$ cat src/rtl/fcfs_pkg.sv
package fcfs_pkg;
    // Counter width: one bit more than needed to index requesters, so
    // N outstanding numbers never alias after wrap.
    function automatic int tkt_bits(input int n);
        return $clog2(n) + 1;
    endfunction
endpackage

$ cat src/rtl/fcfs_ticket_issue.sv
module fcfs_ticket_issue #(
    parameter int N_REQ = 4,
    parameter int TW    = 3
) (
    input  logic [N_REQ-1:0]         rise,
    input  logic [TW-1:0]            disp_q,
    output logic [N_REQ-1:0][TW-1:0] tkt_new,
    output logic [TW-1:0]            disp_d
);
    logic [TW-1:0] run;

    // Same-cycle arrivals take consecutive numbers, lowest index first.
    always_comb begin
        run = disp_q;
        for (int i = 0; i < N_REQ; i++) begin
            tkt_new[i] = run;
            if (rise[i]) begin
                run = run + TW'(1);
            end
        end
        disp_d = run;
    end
endmodule

$ cat src/rtl/fcfs_serve_match.sv
module fcfs_serve_match #(
    parameter int N_REQ = 4,
    parameter int TW    = 3
) (
    input  logic                     clk,
    input  logic                     rst,
    input  logic [N_REQ-1:0]         pend,
    input  logic [N_REQ-1:0][TW-1:0] tkt,
    input  logic [TW-1:0]            serve,
    output logic [N_REQ-1:0]         pick
);
    logic [N_REQ-1:0] hit;
    logic             found;

    for (genvar g = 0; g < N_REQ; g++) begin : g_cmp
        assign hit[g] = pend[g] && (tkt[g] == serve);
    end

    always_comb begin
        found = 1'b0;
        for (int i = 0; i < N_REQ; i++) begin
            pick[i] = hit[i] && !found;
            found   = found | hit[i];
        end
    end

    // pending numbers are unique, so at most one waiter matches.
    a_r6_unique_match: assert property (@(posedge clk) disable iff (rst)
        $onehot0(hit));
endmodule

$ cat src/rtl/fcfs_ticket_arb.sv
module fcfs_ticket_arb #(
    parameter int N_REQ = 4
) (
    input  logic             clk,
    input  logic             rst,
    input  logic [N_REQ-1:0] req,
    output logic [N_REQ-1:0] gnt
);
    localparam int TW = fcfs_pkg::tkt_bits(N_REQ);

    typedef struct packed {
        logic [TW-1:0]            disp;
        logic [TW-1:0]            serve;
        logic                     busy;
        logic [N_REQ-1:0]         req_seen;
        logic [N_REQ-1:0]         pend;
        logic [N_REQ-1:0][TW-1:0] tkt;
        logic [N_REQ-1:0]         gnt;
    } arb_st_t;

    arb_st_t                  st_q, st_d;
    logic [N_REQ-1:0]         rise;
    logic [N_REQ-1:0]         rel;
    logic [N_REQ-1:0]         pick;
    logic [N_REQ-1:0][TW-1:0] tkt_new;
    logic [TW-1:0]            disp_nx;

    assign rise = req & ~st_q.req_seen;
    assign rel  = st_q.gnt & ~req;

    fcfs_ticket_issue #(.N_REQ(N_REQ), .TW(TW)) issue_i (
        .rise    (rise),
        .disp_q  (st_q.disp),
        .tkt_new (tkt_new),
        .disp_d  (disp_nx)
    );

    fcfs_serve_match #(.N_REQ(N_REQ), .TW(TW)) match_i (
        .clk   (clk),
        .rst   (rst),
        .pend  (st_q.pend),
        .tkt   (st_q.tkt),
        .serve (st_q.serve),
        .pick  (pick)
    );

    always_comb begin
        st_d          = st_q;
        st_d.req_seen = req;
        st_d.disp     = disp_nx;
        for (int i = 0; i < N_REQ; i++) begin
            if (rise[i]) begin
                st_d.tkt[i]  = tkt_new[i];
                st_d.pend[i] = 1'b1;
            end
        end
        if (st_q.busy) begin
            if (|rel) begin
                // Release: advance the turn and free the lock together.
                st_d.serve = st_q.serve + TW'(1);
                st_d.busy  = 1'b0;
                st_d.gnt   = '0;
                st_d.pend  = st_d.pend & ~st_q.gnt;
            end
        end else if (|pick) begin
            st_d.gnt  = pick;
            st_d.busy = 1'b1;
        end
        if (rst) begin
            st_d = '0;
        end
    end

    always_ff @(posedge clk) begin
        st_q <= st_d;
    end

    assign gnt = st_q.gnt;

    // reset leaves no grant behind.
    a_r1_reset_clears: assert property (@(posedge clk)
        rst |=> (st_q.gnt == '0));

    // one owner at most, and the lock mirrors the grant.
    a_r3_onehot_grant: assert property (@(posedge clk) disable iff (rst)
        $onehot0(st_q.gnt));
    a_r3_busy_tracks: assert property (@(posedge clk) disable iff (rst)
        st_q.busy == (|st_q.gnt));

    // an owner keeps the grant while it holds its request.
    a_r4_grant_held: assert property (@(posedge clk) disable iff (rst)
        ((st_q.gnt & req) != '0) |=> (st_q.gnt == $past(st_q.gnt)));

    // release gives a one-cycle gap and advances the turn.
    a_r5_release_gap: assert property (@(posedge clk) disable iff (rst)
        ((st_q.gnt & ~req) != '0) |=> (st_q.gnt == '0));
    a_r5_serve_step: assert property (@(posedge clk) disable iff (rst)
        ((st_q.gnt & ~req) != '0) |=> (st_q.serve == $past(st_q.serve) + TW'(1)));

    // a grant only rises for a requester holding a number.
    for (genvar g = 0; g < N_REQ; g++) begin : g_chk
        a_r2_grant_needs_ticket: assert property (@(posedge clk) disable iff (rst)
            $rose(st_q.gnt[g]) |-> st_q.pend[g]);
    end
endmodule

$ cat config.mk
export PLATFORM = sky130hd
export DESIGN_NAME = fcfs_ticket_arb
export DESIGN_NICKNAME = d
export VERILOG_FILES = /design/src/rtl/fcfs_pkg.sv /design/src/rtl/fcfs_ticket_issue.sv /design/src/rtl/fcfs_serve_match.sv /design/src/rtl/fcfs_ticket_arb.sv
export SDC_FILE = /design/constraint.sdc
export NUM_CORES = 1
export LEC_CHECK = 0
export BUFFER_PORTS_ARGS = -buffer_cell sky130_fd_sc_hd__buf_2
export CAP_MARGIN = 10
export CORE_MARGIN = 2
export CORE_UTILIZATION = 30
export CTS_CLUSTER_SIZE = 14
export DETAILED_ROUTE_END_ITERATION = 10
export SLEW_MARGIN = 20
export SYNTH_ARGS = -nofsm -noshare
export SYNTH_HDL_FRONTEND = slang
export SYNTH_SLANG_ARGS = --single-unit
$ cat constraint.sdc
create_clock -name clk -period 5 [get_ports clk]
set_input_delay 1.25 -clock clk [delete_from_list [all_inputs] [get_ports clk]]
set_output_delay 1.25 -clock clk [all_outputs]
set_load 0.05 [all_outputs]
==> metrics.md <==
| Metric | Value |
|---|---|
| Resize count post-CTS | 0 |
| Via Count | 1272 |
| Max-Cap Viols | 0 |
| Critical path arrival | 3630 ps |
| Initial Util | 30.9% |
| Status | finished clean |
| Worst hold start | st_q[6] |
| Wire length per cell | 12.7 um |
| Number of global-route vias before repair | 1195 |
| # rows | 27 |
| Drt first pass iters | 7 |
| Vias per cell | 4.82 |
| RR Startpoint | st_q[28] |
| Startpoint types | input pin |
| Hold path cells | 2 |
| Mapped Cells | 193 |
| DIE HEIGHT | 79.1 um |
| Fin area | 1800 sq um |
| Mapped cell area | 1690 sq um |
| Main flop type after synthesis | dfxtp_1 |
| Slew @ Worst Pin | 1060 ps |
| CP Capture Type | flop |
| Met2 routed WL | 1570 um |
| Crit path max fanout | 8 |
| Core Box Area | 5470 sq um |
| Hold path endpoint | st_q[6] |
| Peak supply drop | 0.202 mV |
| Chip Width | 79.1 um |
| Initial antenna violation count | 0 |
| DRT antenna net count | 0 |
| HPWL Detailed | 2470 um |
| Crit path time final | 3400 ps |
| FMAX | 294 MHz |
| LEAKAGE | 0.645 nW |
| Final Hold Fails | 0 |
| GPL Wtd Cong | 0.824 |
| Most frequent cells in the layout | 31 x dfxtp_1, 20 x nor2_1, 20 x nand2_1 |
| WL met3 | 105 um |
| Post-Synthesis Mean Instance Area | 8.76 sq um |
| Reg2Reg Capture Point | st_q[30] |
| CTS clk-pin slew, worst paths | 60 ps |
| Die footprint | 6250 sq um |
| PwrDens | 414 nW/um^2 |
| Initial DRC count | 37 |
| Top Metal Used | met4 |
| Sequential area share after synthesis | 36.7% |
| Slew margin rel. | 28.2% |
| Largest net degree at the start of global routing | 36 |
| Slew Viols, Final | 0 |
| CTS Hold Buffers Added | 0 |
| EDFF count, synth | 0 |
| Fin Setup TNS | 0 ps |
| First-pass GRT wire length | 5560 um |
| R2r worst-path depth | 12 |
| Final period util | 68.0% |
| Fraction of layout cells with a size suffix above 1 | 13.0% |
| Hold Crit Class | flop to flop |
| M1 WL | 1570 um |
| Post-CTS Setup Inserts | 0 |
| Dpl cell area | 1720 sq um |
| CTS Buf Count | 5 |
| Syn Nets | 203 |
| Gr usage total | 11.6% |
| FF-to-FF setup slack | 2030 ps |
| Number of synthesized register bits | 31 |
| Drt total wl | 3360 um |
| Fraction of registers with async set/reset | 0% |
| Critical Path RT | 5230 ps |
| Post-synthesis cell type count | 50 |
| Commonest non-fill, non-tap cell in the layout | dfxtp_1 |
| # DRC | 0 |
| Unrepaired setup endpoints after global routing | false |
| Worst-skew pair later-pin latency | 280 ps |
| Setup CP Type | input pin to flop |
| Final-stage net count | 201 |
| Area added between synthesis and finish | 6.51% |
| CTS Root Buffer Type | clkbuf_8 |
| Grt total ovfl | 0 |
| Max Buffers Root-to-Sink | 2 |
| Clk sink count | 31 |
| Total Power | 0.746 mW |
| Final setup viols | 0 |
| Number of I/O pins | 10 |
| CTS tree | built |
| H-tree levels | 2 |
| Final Skew | 3.57 ps |
| Ant diodes | 0 |
| Synth Warn # | 0 |
| I/O Buffers | 9 |
-- worst max-delay path by stage --
stage,startpoint,to,slack [ps],cells after the start
after floorplan,req[1],st_q[30],1760,11
after global placement,req[0],st_q[30],1440,12
after detailed placement,req[0],st_q[30],1370,12
after CTS,req[0],st_q[30],1610,12
after global routing,req[0],st_q[30],1380,12
final,req[0],st_q[30],1600,12
-- cell usage after synthesis (all sizes together) (2+ instances only) --
cell type  count  area [sq um]
dfxtp         31           621
nand2         20          75.1
nor2          20          75.1
xnor2         15           150
buf           11          78.8
a211oi        10          80.1
a21oi          8          40.0
nor2b          8          50.1
clkbuf         7          27.5
inv            7          26.3
nand2b         6          37.5
nor3           5          25.0
ha             4          50.1
nand3          4          20.0
o21ai          3          15.0
a311oi         2          23.8
and4           2          20.0
mux2i          2          20.0
nand3b         2          15.0
nand4          2          12.5
or2b           2          17.5
or3b           2          17.5
xor2           2          17.5
-- kinds of logic (layout without fill, tap and decap cells) --
kind of cell	count (synthesis)	after routing	share of synthesized area, %
flip-flops	31	31	36.7
multiplexers	2	2	1.18
adder cells (fa/ha/maj)	4	4	2.96
XOR/XNOR	18	18	11.3
buffers and inverters	25	24	7.85
AND/OR/NAND/NOR	79	79	25.1
AO/OA/AOI/OAI	34	34	14.9
-- state kept, by name, summed over array words and instances (netlist names) --
name  count
st_q     27
gnt       4
-- per-stage QoR --
stage,hold WS (ps),worst slack (ps),std cells,util [%]
after floorplan,444,1760,193,-
after global placement,461,1440,256,31.4
after detailed placement,464,1370,256,31.4
after CTS,473,1610,264,32.9
after global routing,488,1380,264,32.9
final,470,1600,264,32.9
-- routing by layer --
metal | global-route usage (%) | vias to the layer above
met2 | 19.0 | 19
met3 | 3.75 | 9
li1 | - | 653
met4 | 5.69 | 0
met1 | 13.5 | 591
met5 | 0 | -
-- power by group --
group,switching [mW],internal (mW),leakage (nW)
clock,0.0910,0.0975,0.0422
sequential,0.0363,0.281,0.255
combinational,0.134,0.107,0.347
total,0.262,0.485,0.645
-- critical path: stages --
cell,delay (ps)
buf_2,130
nor2b_1,420
o31ai_1,140
a211oi_2,310
ha_1,280
mux2i_1,250
inv_1,80
ha_1,210
nand2_1,90
nand3_1,80
a221o_1,330
nand2_1,50
-- area by class of cell --
class | count | area (sq um)
repair buffers | 9 | 45.0
clock inverters | 1 | 5.00
multi-input cells | 137 | 937
flip-flops and latches | 31 | 621
well taps | 72 | 90.1
fillers | 593 | 3670
inverters | 7 | 26.3
clock buffers | 7 | 76.3
Power figures use the tool's default switching activity.
